**src/rtl/uart_rx_pkg.sv**
```systemverilog
package uart_rx_pkg;

    typedef enum logic [2:0] {
        ST_IDLE,
        ST_START,
        ST_DATA,
        ST_PAR,
        ST_STOP,
        ST_BRKWAIT
    } rx_state_e;

    // Length code to data bit count: 0..3 -> 5..8
    function automatic logic [3:0] wlen_to_bits(input logic [1:0] code);
        return 4'd5 + {2'b00, code};
    endfunction

endpackage

```
**src/rtl/uart_rx_sync.sv**
```systemverilog
module uart_rx_sync #(
    parameter int STAGES = 2
) (
    input  logic clk,
    input  logic rst_n,
    input  logic d_in,
    output logic q_out
);
    logic [STAGES-1:0] chain_q;

    generate
        if (STAGES == 1) begin : g_one
            always_ff @(posedge clk or negedge rst_n) begin
                if (!rst_n) chain_q <= '1;
                else        chain_q <= d_in;
            end
        end else begin : g_many
            always_ff @(posedge clk or negedge rst_n) begin
                if (!rst_n) chain_q <= '1;
                else        chain_q <= {chain_q[STAGES-2:0], d_in};
            end
        end
    endgenerate

    assign q_out = chain_q[STAGES-1];
endmodule

```
**src/rtl/uart_rx_parity.sv**
```systemverilog
module uart_rx_parity #(
    parameter int DATA_W = 8
) (
    input  logic [DATA_W-1:0] data,
    input  logic              even_sel,
    input  logic              stick,
    output logic              exp_bit
);
    // Unused upper data bits are zero, so a full reduction is safe.
    always_comb begin
        if (stick) exp_bit = ~even_sel;
        else       exp_bit = even_sel ? (^data) : ~(^data);
    end
endmodule

```
**src/rtl/uart_rx_deframer.sv**
```systemverilog
module uart_rx_deframer #(
    parameter int DATA_W      = 8,
    parameter int OVS         = 16,
    parameter int SYNC_STAGES = 2
) (
    input  logic              clk,
    input  logic              rst_n,
    input  logic              tick16,
    input  logic              rx_line,
    input  logic [1:0]        cfg_wlen,
    input  logic              cfg_par_en,
    input  logic              cfg_even,
    input  logic              cfg_stick,
    output logic              rx_valid,
    output logic [DATA_W-1:0] rx_data,
    output logic              rx_perr,
    output logic              rx_ferr,
    output logic              rx_brk
);
    import uart_rx_pkg::*;

    localparam int CNT_W = $clog2(OVS);
    localparam int IDX_W = $clog2(DATA_W);
    localparam logic [CNT_W-1:0] MID_CNT  = CNT_W'(OVS/2 - 1);
    localparam logic [CNT_W-1:0] LAST_CNT = CNT_W'(OVS - 1);

    typedef struct packed {
        rx_state_e         state;
        logic [CNT_W-1:0]  cnt;
        logic [IDX_W-1:0]  idx;
        logic [DATA_W-1:0] shreg;
        logic              par_smp;
        logic              valid;
        logic [DATA_W-1:0] data;
        logic              perr;
        logic              ferr;
        logic              brk;
    } rx_regs_t;

    rx_regs_t r_d, r_q;
    logic line_s;
    logic exp_par;
    logic [IDX_W-1:0] last_idx;

    uart_rx_sync #(.STAGES(SYNC_STAGES)) u_sync (
        .clk   (clk),
        .rst_n (rst_n),
        .d_in  (rx_line),
        .q_out (line_s)
    );

    uart_rx_parity #(.DATA_W(DATA_W)) u_par (
        .data     (r_q.shreg),
        .even_sel (cfg_even),
        .stick    (cfg_stick),
        .exp_bit  (exp_par)
    );

    assign last_idx = IDX_W'(wlen_to_bits(cfg_wlen) - 4'd1);

    always_comb begin
        r_d       = r_q;
        r_d.valid = 1'b0;
        unique case (r_q.state)
            ST_IDLE: begin
                if (tick16 && !line_s) begin
                    r_d.state = ST_START;
                    r_d.cnt   = '0;
                end
            end
            ST_START: begin
                if (tick16) begin
                    if (r_q.cnt == MID_CNT) begin
                        r_d.cnt = '0;
                        if (!line_s) begin
                            r_d.state   = ST_DATA;
                            r_d.idx     = '0;
                            r_d.shreg   = '0;
                            r_d.par_smp = 1'b0;
                        end else begin
                            r_d.state = ST_IDLE;
                        end
                    end else begin
                        r_d.cnt = r_q.cnt + 1'b1;
                    end
                end
            end
            ST_DATA: begin
                if (tick16) begin
                    if (r_q.cnt == LAST_CNT) begin
                        r_d.cnt             = '0;
                        r_d.shreg[r_q.idx]  = line_s;
                        if (r_q.idx == last_idx)
                            r_d.state = cfg_par_en ? ST_PAR : ST_STOP;
                        else
                            r_d.idx = r_q.idx + 1'b1;
                    end else begin
                        r_d.cnt = r_q.cnt + 1'b1;
                    end
                end
            end
            ST_PAR: begin
                if (tick16) begin
                    if (r_q.cnt == LAST_CNT) begin
                        r_d.cnt     = '0;
                        r_d.par_smp = line_s;
                        r_d.state   = ST_STOP;
                    end else begin
                        r_d.cnt = r_q.cnt + 1'b1;
                    end
                end
            end
            ST_STOP: begin
                if (tick16) begin
                    if (r_q.cnt == LAST_CNT) begin
                        r_d.cnt   = '0;
                        r_d.valid = 1'b1;
                        r_d.data  = r_q.shreg;
                        r_d.ferr  = !line_s;
                        r_d.brk   = (r_q.shreg == '0) && !line_s &&
                                    (!cfg_par_en || !r_q.par_smp);
                        r_d.perr  = cfg_par_en && !r_d.brk &&
                                    (r_q.par_smp != exp_par);
                        r_d.state = r_d.brk ? ST_BRKWAIT : ST_IDLE;
                    end else begin
                        r_d.cnt = r_q.cnt + 1'b1;
                    end
                end
            end
            ST_BRKWAIT: begin
                if (tick16 && line_s) r_d.state = ST_IDLE;
            end
            default: r_d.state = ST_IDLE;
        endcase
    end

    always_ff @(posedge clk or negedge rst_n) begin
        if (!rst_n) begin
            r_q       <= '0;
            r_q.state <= ST_IDLE;
        end else begin
            r_q <= r_d;
        end
    end

    assign rx_valid = r_q.valid;
    assign rx_data  = r_q.data;
    assign rx_perr  = r_q.perr;
    assign rx_ferr  = r_q.ferr;
    assign rx_brk   = r_q.brk;

    // strobe lasts one clock only
    a_r11_valid_pulse: assert property (@(posedge clk) disable iff (!rst_n)
        rx_valid |=> !rx_valid);

    // outputs hold between strobes
    a_r11_data_hold: assert property (@(posedge clk) disable iff (!rst_n)
        !rx_valid |-> $stable(rx_data));

    // break reports a zero character with framing set and parity clear
    a_r9_break_shape: assert property (@(posedge clk) disable iff (!rst_n)
        (rx_valid && rx_brk) |-> (rx_data == '0 && rx_ferr && !rx_perr));

    // no parity error while parity is off
    a_r6_no_perr_off: assert property (@(posedge clk) disable iff (!rst_n)
        (rx_valid && !cfg_par_en) |-> !rx_perr);

    // five-bit characters keep upper bits clear
    a_r3_upper_zero: assert property (@(posedge clk) disable iff (!rst_n)
        (rx_valid && cfg_wlen == 2'b00) |-> ((rx_data >> 5) == '0));

    // no new character while waiting for the line to rise after a break
    a_r10_brk_quiet: assert property (@(posedge clk) disable iff (!rst_n)
        (r_q.state == ST_BRKWAIT && !line_s) |=> !rx_valid);

endmodule

```
**config.mk**
```make
export PLATFORM = sky130hd
export DESIGN_NAME = uart_rx_deframer
export DESIGN_NICKNAME = d
export VERILOG_FILES = /design/src/rtl/uart_rx_pkg.sv /design/src/rtl/uart_rx_sync.sv /design/src/rtl/uart_rx_parity.sv /design/src/rtl/uart_rx_deframer.sv
export SDC_FILE = /design/constraint.sdc
export NUM_CORES = 1
export LEC_CHECK = 0
export ABC_AREA = 1
export CORE_ASPECT_RATIO = 0.5
export CORE_MARGIN = 2
export CORE_UTILIZATION = 25
export DETAILED_ROUTE_END_ITERATION = 10
export DONT_BUFFER_PORTS = 1
export GPL_TIMING_DRIVEN = 0
export PLACE_DENSITY = 0.38
export SLEW_MARGIN = 30
export SYNTH_ARGS = -nofsm -noshare
export SYNTH_HDL_FRONTEND = slang
export SYNTH_SLANG_ARGS = --single-unit
```
**constraint.sdc**
```tcl
create_clock -name clk -period 1.35 [get_ports clk]
set_input_delay 0.2025 -clock clk [delete_from_list [all_inputs] [get_ports clk]]
set_output_delay 0.2025 -clock clk [all_outputs]
set_load 0.02 [all_outputs]
```
==> out/results.txt, run 1 <==
status: complete, but fails checks
violated checks: negative setup slack
post-route clock period utilization: 1.11
area inside the core boundary: 8120 sq um
fill cell total of the finished layout: 841
CTS clk-pin slew, worst paths: 60 ps
largest stage delay on the critical path: 400 ps
terminus of the critical flop-to-flop path: rx_perr$_DFFE_PN0P_
clock buffer depth: 2
most instantiated library cell after synthesis: nand2_1
number of flops mapped to enable cells by yosys: 0
Setup TNS: -3070 ps
final routed DRC violation total: 0
num ports: 21
first-pass GRT wire length: 8900 um
worst-skew pair later-pin latency: 290 ps
required time of the worst setup path: 1530 ps
Synth top cells by count: nand2_1 (96), dfrtp_1 (31), nand3_1 (30)
effective utilization at floorplan: 0.262
total count of max-transition violations in the final report: 0
cell area after technology mapping: 2130 sq um
largest net degree at the start of global routing: 34
hpwl dp: 3600 um
min setup slack post-route: -143 ps
crit path max-delay cell type: dfrtp_1
post-layout min period: 1490 ps
worst slack after detailed placement: -252 ps
share of the synthesized area in the top cell type: 0.365
Via density: 4.38
type of the setup path with the least slack: reg2reg
nets: 331
reported max-cap violation count: 0
cell area after placement: 2280 sq um
Min-Delay Endpoint: rx_perr$_DFFE_PN0P_
sequential element share of the synthesized area: 0.389
crit path cell chain: ha_4 > nand2_4 > nor2_4 > nand2_4 > nor2_4 > inv_4 > buf_12 > nand2_2 > nand2_1
die extent in y: 69.2 um
largest area contributor in the synthesized netlist: dfrtp_1
number of nets in the synthesized netlist: 293
Fmax: 670 MHz
Detailed Route WL: 5610 um
endpoints failing setup: 29
Max IR drop VDD: 0.000535 V
Max transition margin: 0.797
Gate Count Post-Synth: 278
source of the worst register-to-register timing path: r_q[24]$_DFFE_PN0P_
number of global-route vias before repair: 1798
post-route cell area: 2970 sq um
post-route ant nets: 0
GRT Overall Usage: 0.125
area of the die: 9310 sq um
routability-driven placement congestion ratio: 0.788
number of iterations in the first detailed-routing pass: 4
worst hold path depth: 4
internal reg-to-reg setup slack: -140 ps
number of H-tree levels: 2
depth of the worst register-to-register path: 9
class of the worst hold path: in2reg
CTS tree: yes
unrepaired setup endpoints after global routing: yes
sinks on the clock net: 33
mean instance size in the synthesized netlist: 7.65 sq um
post-layout power: 5460 uW
startpoint of the tightest hold check path: cfg_par_en
count of unique library cells instantiated by Yosys: 31
share of post-route cells with drive strength above 1: 0.416
critical path launch point type: flop
power density over the cells: 1840 nW/um^2
number of instances in the placed design: 390
Least-Margin Pin Slew: 303 ps
leakage component of the power: 0.00143 uW
routed wire length per instance: 13.1 um
crit path DAT: 1680 ps
launch point of the critical path: r_q[24]$_DFFE_PN0P_
Max FO, Critical Path: 10
TritonCTS buffer count: 5
Fin Clk Skew: 5.44 ps
port buffer count: 0
count of inserted antenna diode cells: 0
total vias in the final route: 1881
number of standard-cell rows in the floorplan: 23
number of synthesized register bits: 33
top post-synthesis cells by area: dfrtp_1 (36%), nand2_1 (17%), nand3_1 (7.1%), inv_1 (4.2%), o21ai_2 (4.1%)
antenna violations before repair: 0
Die Wd: 134 um
area added between synthesis and finish: 39.6%
grt total ovfl: 0
Setup crit end kind: flop
count of placed standard cells in the final layout, fillers left out: 429
number of DRC violations after detailed-routing iteration 0: 131
Async SR Flop Fraction: 1.00
number of warnings issued by yosys: 0
total count of hold-check failures in the final report: 0
CTS root buf: clkbuf_16
prevailing post-synth register cell: dfrtp_1
## where the power goes
group,switching (uW),internal [uW]
Clock,472,677
Sequential,170,1140
Combinational,1710,1300
## metal layers
metal	up-vias	track usage	share of wire
li1	953	-	-
met1	899	0.172	0.49
met2	21	0.182	0.45
met3	8	0.0351	0.039
met4	0	0.0538	0.019
met5	-	0	0
## worst max path at each step
| stage | depth (start not counted) | to | slack [ps] |
|---|---|---|---|
| finish | 9 | rx_perr$_DFFE_PN0P_ | -140 |
| global route | 11 | r_q[22]$_DFFE_PN0P_ | -240 |
| CTS | 8 | r_q[18]$_DFFE_PN0P_ | -160 |
| detailed placement | 11 | r_q[22]$_DFFE_PN0P_ | -250 |
| global placement | 11 | r_q[22]$_DFFE_PN0P_ | -250 |
| floorplan | 11 | r_q[22]$_DFFE_PN0P_ | -50 |
## state kept, by name, summed over array words and instances, names as in the netlist
signal          cells
rx_data             8
rx_perr             1
rx_valid            1
rx_ferr             1
r_q                19
u_sync.chain_q      2
rx_brk              1
## critical path: cells and delay by family (launching register included)
family	cells	cell delay, ps
flops	1	400
simple gates	6	560
buf+inv	2	260
fa+ha+maj	1	160
## layout make-up
cell class / instances / area [sq um] / area share
Multi-Input combinational cell: 197 / 1290 / 0.434
Tap cell: 112 / 140 / 0.0472
Buffer: 15 / 144 / 0.0485
Clock buffer: 5 / 125 / 0.0421
Clock inverter: 3 / 17.5 / 0.00590
Inverter: 32 / 138 / 0.0464
Sequential cell: 33 / 832 / 0.280
Timing Repair Buffer: 32 / 285 / 0.0961
## per-stage QoR
step                utilization  hold WS, ps
floorplan                     -        -93.1
global placement          0.281        -91.9
detailed placement        0.281        -91.9
CTS                       0.329          176
global route              0.366          191
finish                    0.366          167
## logic make-up (layout without fill, tap and decap cells)
group | count (synthesis) | in the layout | share of synthesized area
compound gates | 25 | 25 | 0.0841
xor+xnor | 5 | 5 | 0.0206
fa+ha+maj | 6 | 6 | 0.0353
buf+inv | 48 | 87 | 0.120
flops | 33 | 33 | 0.389
simple gates | 161 | 161 | 0.351
## layout by cell type, fill, tap and decap left out, types with 4 or more instances in the layout
cell type	instances
nor2_1	6
inv_2	9
o21ai_2	12
nor2_4	8
nand3b_1	6
nand3_1	29
inv_1	17
buf_6	9
nand2_2	13
nand4_1	4
dfrtp_1	28
buf_4	33
clkbuf_16	5
nand2_1	75
inv_4	5
nand2_4	10
o21ai_0	5
## what timing repair did
action / in CTS / in global routing
hold endpoints to repair: 34 / 0
gates cloned: 1 / 1
buffers inserted: 15 / 13
resized for setup: 32 / 53
pin swaps: 13 / 22
hold buffers: 3 / 0
endpoints found under the setup margin: 30 / 30
Power figures use the tool's default switching activity.
==> inputs of run 2 (changes only) <==
Settings changed: CORE_UTILIZATION 25 to 43, PLACE_DENSITY 0.38 to 0.58, REMOVE_ABC_BUFFERS set to 1.
==> run 2 against run 1 <==
Against the previous run: the run still ends with negative setup slack left; non-clock buffer count decreased by 15; total power is 6.1% lower; routed wire length shrank 9.9%; count of clock-buffer cells in the layout rose by 1; first-iteration DRC count fell by 43%; maximum frequency shrank 1.8%; critical path depth unchanged; design area shrank 6.5%; cell count decreased by 13%; via count decreased by 1.5%; die area shrank 40%.
==> out/results.txt, run 2 (same netlist as run 1, synthesis figures left out) <==
area inside the core boundary: 4840 sq um (was 8120 sq um)
startpoint of the tightest hold check path: cfg_par_en (unchanged)
type of the setup path with the least slack: reg2reg (unchanged)
final routed DRC violation total: 0 (unchanged)
antenna violations before repair: 0 (unchanged)
area of the die: 5560 sq um (was 9310 sq um)
flip-flop count of the largest register, all copies and words added: 19 (unchanged)
routed wire length per instance: 13.5 um (was 13.1 um)
Least-Margin Pin Slew: 395 ps (was 303 ps)
routability-driven placement congestion ratio: 0.918 (was 0.788)
CTS root buf: clkbuf_8 (was clkbuf_16)
clock buffer depth: 2 (unchanged)
grt total ovfl: 0 (unchanged)
Max IR drop VDD: 0.000783 V (was 0.000535 V)
status: complete, but fails checks (unchanged)
TritonCTS buffer count: 5 (unchanged)
power density over the cells: 1850 nW/um^2 (was 1840 nW/um^2)
Detailed Route WL: 5050 um (was 5610 um)
CTS tree: yes (unchanged)
class of the worst hold path: in2reg (unchanged)
largest net degree at the start of global routing: 34 (unchanged)
CTS clk-pin slew, worst paths: 70 ps (was 60 ps)
count of placed standard cells in the final layout, fillers left out: 375 (was 429)
hpwl dp: 2950 um (was 3600 um)
Max transition margin: 0.734 (was 0.797)
GRT Overall Usage: 0.188 (was 0.125)
Fmax: 657 MHz (was 670 MHz)
number of instances in the placed design: 332 (was 390)
post-route clock period utilization: 1.13 (was 1.11)
violated checks: negative setup slack (unchanged)
number of standard-cell rows in the floorplan: 18 (was 23)
number of iterations in the first detailed-routing pass: 4 (unchanged)
port buffer count: 0 (unchanged)
count of inserted antenna diode cells: 0 (unchanged)
Setup crit end kind: flop (unchanged)
total count of hold-check failures in the final report: 0 (unchanged)
die extent in y: 53.7 um (was 69.2 um)
area added between synthesis and finish: 30.5% (was 39.6%)
total count of max-transition violations in the final report: 0 (unchanged)
nets: 319 (was 331)
num ports: 21 (unchanged)
endpoints failing setup: 30 (was 29)
min setup slack post-route: -171 ps (was -143 ps)
internal reg-to-reg setup slack: -170 ps (was -140 ps)
Via density: 4.94 (was 4.38)
launch point of the critical path: r_q[30]$_DFFE_PN0P_ (was r_q[24]$_DFFE_PN0P_)
post-layout min period: 1520 ps (was 1490 ps)
largest reg by FF count: r_q (unchanged)
share of post-route cells with drive strength above 1: 0.380 (was 0.416)
sinks on the clock net: 33 (unchanged)
fill cell total of the finished layout: 424 (was 841)
source of the worst register-to-register timing path: r_q[30]$_DFFE_PN0P_ (was r_q[24]$_DFFE_PN0P_)
reported max-cap violation count: 0 (unchanged)
unrepaired setup endpoints after global routing: yes (unchanged)
Max FO, Critical Path: 5 (was 10)
crit path DAT: 1710 ps (was 1680 ps)
number of DRC violations after detailed-routing iteration 0: 75 (was 131)
post-route ant nets: 0 (unchanged)
worst-skew pair later-pin latency: 300 ps (was 290 ps)
number of H-tree levels: 2 (unchanged)
leakage component of the power: 0.00133 uW (was 0.00143 uW)
required time of the worst setup path: 1540 ps (was 1530 ps)
Fin Clk Skew: 6.51 ps (was 5.44 ps)
Die Wd: 103 um (was 134 um)
effective utilization at floorplan: 0.439 (was 0.262)
critical path launch point type: flop (unchanged)
first-pass GRT wire length: 7850 um (was 8900 um)
number of global-route vias before repair: 1655 (was 1798)
utilization of the core after routing: 0.573 (was 0.366)
total vias in the final route: 1853 (was 1881)
most common library cell in the layout ignoring fill and taps: nand2_1 (unchanged)
most used cells in the layout excluding fill and tap cells: nand2_1 (78), nand3_1 (27), dfrtp_1 (27) (was nand2_1 (75), buf_4 (33), nand3_1 (29))
[run 2: cell count changes in the layout (fill, tap and decap cells not counted), moves of 3 or more]
cell,delta
buf_4,-10
clkbuf_8,+6
clkbuf_16,-5
buf_6,-4
nand3_2,+4
nand2_1,+3
[run 2: power breakdown]
group | internal (uW) | switching (uW)
clock network | 600 | 401
logic | 1180 | 1620
registers | 1140 | 186
total | 2920 | 2210
[run 2: layout make-up]
type	instances	area (sq um)	share of cell area
repair buffers	32	289	0.104
clock buffers	6	82.6	0.0298
well taps	70	87.6	0.0316
multi-input cells	199	1280	0.463
inverters	32	155	0.0559
repair inverters	1	6.26	0.00225
flip-flops and latches	33	833	0.300
clock inverters	2	37.5	0.0135
[run 2: repair_timing]
action | CTS | global route
hold buffers | 3 | 0
endpoints found under the hold margin | 34 | 0
cloned | 3 | 0
setup buffers | 13 | 16
setup endpoints to repair | 30 | 31
pin swaps | 8 | 15
resized for setup | 50 | 33
[run 2: critical path, cell delays in order (launching register included)]
cell and delay, ps:
dfrtp_2 480, buf_12 150, inv_8 30, nand3_2 110
a21oi_4 70, buf_4 140, nor2_4 190, nand3_2 120
nand2_1 80, nand2_1 50
[run 2: worst paths after layout]
| check | endpoint | cells past startpoint |
|---|---|---|
| worst max-delay path | r_q[21]$_DFFE_PN0P_ | 9 |
| worst min-delay path | rx_perr$_DFFE_PN0P_ | 4 |
| worst max register to register | r_q[21]$_DFFE_PN0P_ | 9 |
| worst min register to register | u_sync.chain_q[1]$_DFF_PN1_ | 0 |
| max in group asynchronous | u_sync.chain_q[1]$_DFF_PN1_ | 2 |
| min in group asynchronous | rx_ferr$_DFFE_PN0P_ | 2 |
[run 2: metal layers]
layer	vias to the layer above	GRT usage	share of wire
met4	0	0.0614	0.015
li1	932	-	-
met2	26	0.285	0.46
met5	-	0	0
met3	10	0.0519	0.036
met1	885	0.262	0.49
[run 2: per-stage QoR]
stage                     area, sq um  hold slack, ps  TNS [ps]  total power, uW  setup slack [ps]
final                            2780             159     -3230             5130              -171
after global routing             2780             169     -5250             5460              -254
after CTS                        2520             157     -2320             4490              -141
after detailed placement         2080           -92.2     -9390             2940              -630
after global placement           2080           -91.9     -8590             2910              -592
after floorplan                  2000           -93.1     -3280             2620              -315
==> inputs of run 3 (changes only) <==
Settings changed: CELL_PAD_IN_SITES_DETAIL_PLACEMENT set to 0, CELL_PAD_IN_SITES_GLOBAL_PLACEMENT set to 1, PLACE_DENSITY 0.58 to 0.72.
Clock period 1.35 ns to 1.48 ns, I/O delays scaled along.
==> run 3 against run 2 <==
Against the previous run: the flow still finishes with violations (negative setup slack); sequential share of layout area is 1.1 points higher; global-route usage grew 0.17 points; count of clock-buffer cells in the layout stayed put; sequential power down 8%; critical endpoint is now r_q[17]$_DFFE_PN0P_; cell count down 3.2%; die area unchanged; setup slack improved by 120 ps; combinational power shrank 9.3%.
==> out/results.txt, run 3 (same netlist as run 1, synthesis figures left out) <==
largest reg by FF count: r_q (unchanged)
number of iterations in the first detailed-routing pass: 4 (unchanged)
post-route ant nets: 0 (unchanged)
Int Power: 2400 uW (was 2920 uW)
CTS tree: yes (unchanged)
depth of the worst register-to-register path: 9 (unchanged)
clock buffer depth: 2 (unchanged)
total count of hold-check failures in the final report: 0 (unchanged)
routability-driven placement congestion ratio: 0.829 (was 0.918)
Fmax: 652 MHz (was 657 MHz)
area of the die: 5560 sq um (unchanged)
effective utilization at floorplan: 0.439 (unchanged)
critical path launch point type: flop (unchanged)
violated checks: negative setup slack (unchanged)
power density over the cells: 1650 nW/um^2 (was 1850 nW/um^2)
internal reg-to-reg setup slack: -50 ps (was -170 ps)
routed wire length per instance: 13.7 um (was 13.5 um)
unrepaired setup endpoints after global routing: yes (unchanged)
num ports: 21 (unchanged)
flip-flop count of the largest register, all copies and words added: 19 (unchanged)
total count of max-transition violations in the final report: 0 (unchanged)
number of H-tree levels: 2 (unchanged)
worst-skew pair later-pin latency: 290 ps (was 300 ps)
Max IR drop VDD: 0.000663 V (was 0.000783 V)
class of the worst hold path: in2reg (unchanged)
leakage component of the power: 0.00127 uW (was 0.00133 uW)
area added between synthesis and finish: 26.1% (was 30.5%)
post-route clock period utilization: 1.04 (was 1.13)
CTS clk-pin slew, worst paths: 70 ps (about the same)
Setup crit end kind: flop (unchanged)
post-route cell area: 2680 sq um (was 2780 sq um)
largest net degree at the start of global routing: 34 (unchanged)
fill cell total of the finished layout: 469 (was 424)
Via density: 4.97 (was 4.94)
post-layout min period: 1530 ps (was 1520 ps)
share of post-route cells with drive strength above 1: 0.365 (was 0.380)
GRT Overall Usage: 0.190 (was 0.188)
first-pass GRT wire length: 7860 um (was 7850 um)
reported max-cap violation count: 0 (unchanged)
port buffer count: 0 (unchanged)
area inside the core boundary: 4840 sq um (unchanged)
grt total ovfl: 0 (unchanged)
source of the worst register-to-register timing path: r_q[25]$_DFFE_PN0P_ (was r_q[30]$_DFFE_PN0P_)
Sw Pwr: 2030 uW (was 2210 uW)
status: complete, but fails checks (unchanged)
die extent in y: 53.7 um (unchanged)
required time of the worst setup path: 1660 ps (was 1540 ps)
worst hold path depth: 4 (unchanged)
TritonCTS buffer count: 5 (unchanged)
post-layout power: 4430 uW (was 5130 uW)
Setup TNS: -396 ps (was -3230 ps)
nets: 307 (was 319)
sinks on the clock net: 33 (unchanged)
endpoints failing setup: 11 (was 30)
most used cells in the layout excluding fill and tap cells: nand2_1 (74), dfrtp_1 (26), inv_1 (21), nand3_1 (21), nand2_2 (16) (was nand2_1 (78), nand3_1 (27), dfrtp_1 (27))
crit path DAT: 1710 ps (about the same)
proportion of power drawn by flip-flops and latches: 0.276 (was 0.258)
fraction of power consumed by the clock network: 0.151 (was 0.195)
number of standard-cell rows in the floorplan: 18 (unchanged)
type of the setup path with the least slack: reg2reg (unchanged)
Least-Margin Pin Slew: 416 ps (was 395 ps)
antenna violations before repair: 0 (unchanged)
combinational power share: 0.573 (was 0.547)
CTS root buf: clkbuf_8 (unchanged)
number of DRC violations after detailed-routing iteration 0: 35 (was 75)
Max transition margin: 0.720 (was 0.734)
min setup slack post-route: -54.0 ps (was -171 ps)
startpoint of the tightest hold check path: cfg_par_en (unchanged)
cell area after placement: 2080 sq um (unchanged)
most common library cell in the layout ignoring fill and taps: nand2_1 (unchanged)
final routed DRC violation total: 0 (unchanged)
Min-Delay Endpoint: rx_perr$_DFFE_PN0P_ (unchanged)
Detailed Route WL: 4970 um (was 5050 um)
Fin Clk Skew: 4.42 ps (was 6.51 ps)
number of global-route vias before repair: 1648 (was 1655)
hpwl dp: 3070 um (was 2950 um)
total vias in the final route: 1805 (was 1853)
terminus of the critical flop-to-flop path: r_q[17]$_DFFE_PN0P_ (was r_q[21]$_DFFE_PN0P_)
fraction of power spent switching nets: 0.458 (was 0.430)
Die Wd: 103 um (unchanged)
count of inserted antenna diode cells: 0 (unchanged)
Max FO, Critical Path: 5 (unchanged)
## run 3: cell types whose count changed in the layout (fill, tap and decap cells not counted), moves of 2 or more
cell / delta
nand2_2: +4
nand3_2: +5
nand3_1: -6
ha_4: -2
nor2_4: -2
clkinv_2: +2
nand2_1: -4
inv_4: -2
buf_6: -4
inv_1: +2
ha_1: +3
buf_4: -12
buf_12: +2
## run 3: critical path, cell delays in order (launching register included)
cell,delay (ps)
dfrtp_1,390
ha_4,160
nand2_4,60
nor2_4,190
o21ai_4,100
nor2_4,170
clkbuf_16,180
nand3_2,50
nand2_1,70
nand2_1,40
## run 3: final cells by class
type | count | area, sq um | share of cell area
Clock buffer | 6 | 72.6 | 0.0271
Timing Repair inverter | 1 | 8.76 | 0.00327
Multi-Input combinational cell | 200 | 1300 | 0.484
Sequential cell | 33 | 835 | 0.311
Clock inverter | 2 | 10.0 | 0.00373
Timing Repair Buffer | 19 | 219 | 0.0817
Inverter | 32 | 150 | 0.0560
Tap cell | 70 | 87.6 | 0.0327
## run 3: how the worst max path moves through the flow
stage / start / end / slack (ps) / cells after the start
4_1_cts: r_q[25]$_DFFE_PN0P_ / r_q[22]$_DFFE_PN0P_ / -40 / 9
3_5_place_dp: r_q[24]$_DFFE_PN0P_ / r_q[23]$_DFFE_PN0P_ / -540 / 10
6_report: r_q[25]$_DFFE_PN0P_ / r_q[17]$_DFFE_PN0P_ / -50 / 9
3_3_place_gp: r_q[24]$_DFFE_PN0P_ / r_q[23]$_DFFE_PN0P_ / -540 / 10
2_1_floorplan: r_q[24]$_DFFE_PN0P_ / r_q[23]$_DFFE_PN0P_ / -190 / 10
5_1_grt: r_q[25]$_DFFE_PN0P_ / r_q[13]$_DFFE_PN0P_ / -170 / 9
## run 3: per-stage QoR
stage / std cells / utilization / hold slack (ps) / worst slack, ps
final: 363 / 0.554 / 177 / -54.0
after global routing: 363 / 0.554 / 203 / -168
after CTS: 355 / 0.505 / 178 / -38.6
after detailed placement: 332 / 0.430 / -72.7 / -536
after global placement: 332 / 0.430 / -72.8 / -542
after floorplan: 262 / - / -73.6 / -185
## run 3: power by group through the flow
stage | Sequential (uW) | Combinational, uW | Clock (uW)
after floorplan | 1180 | 1220 | 0
after global placement | 1220 | 1490 | 0
after detailed placement | 1220 | 1490 | 0
after CTS | 1200 | 2220 | 688
after global routing | 1240 | 2800 | 732
final | 1220 | 2540 | 669
## run 3: repair_timing
action | in CTS | in global routing
gates cloned | 2 | 3
setup buffers | 10 | 5
hold buffers | 3 | 0
endpoints found under the hold margin | 34 | 0
resized for setup | 25 | 57
endpoints found under the setup margin | 29 | 29
pin swaps | 5 | 12
## run 3: metal layers
layer,vias up,GRT usage,share of wire
met1,876,0.267,0.49
li1,909,-,-
met4,0,0.0526,0.010
met3,7,0.0455,0.046
met5,-,0,0
met2,13,0.295,0.45
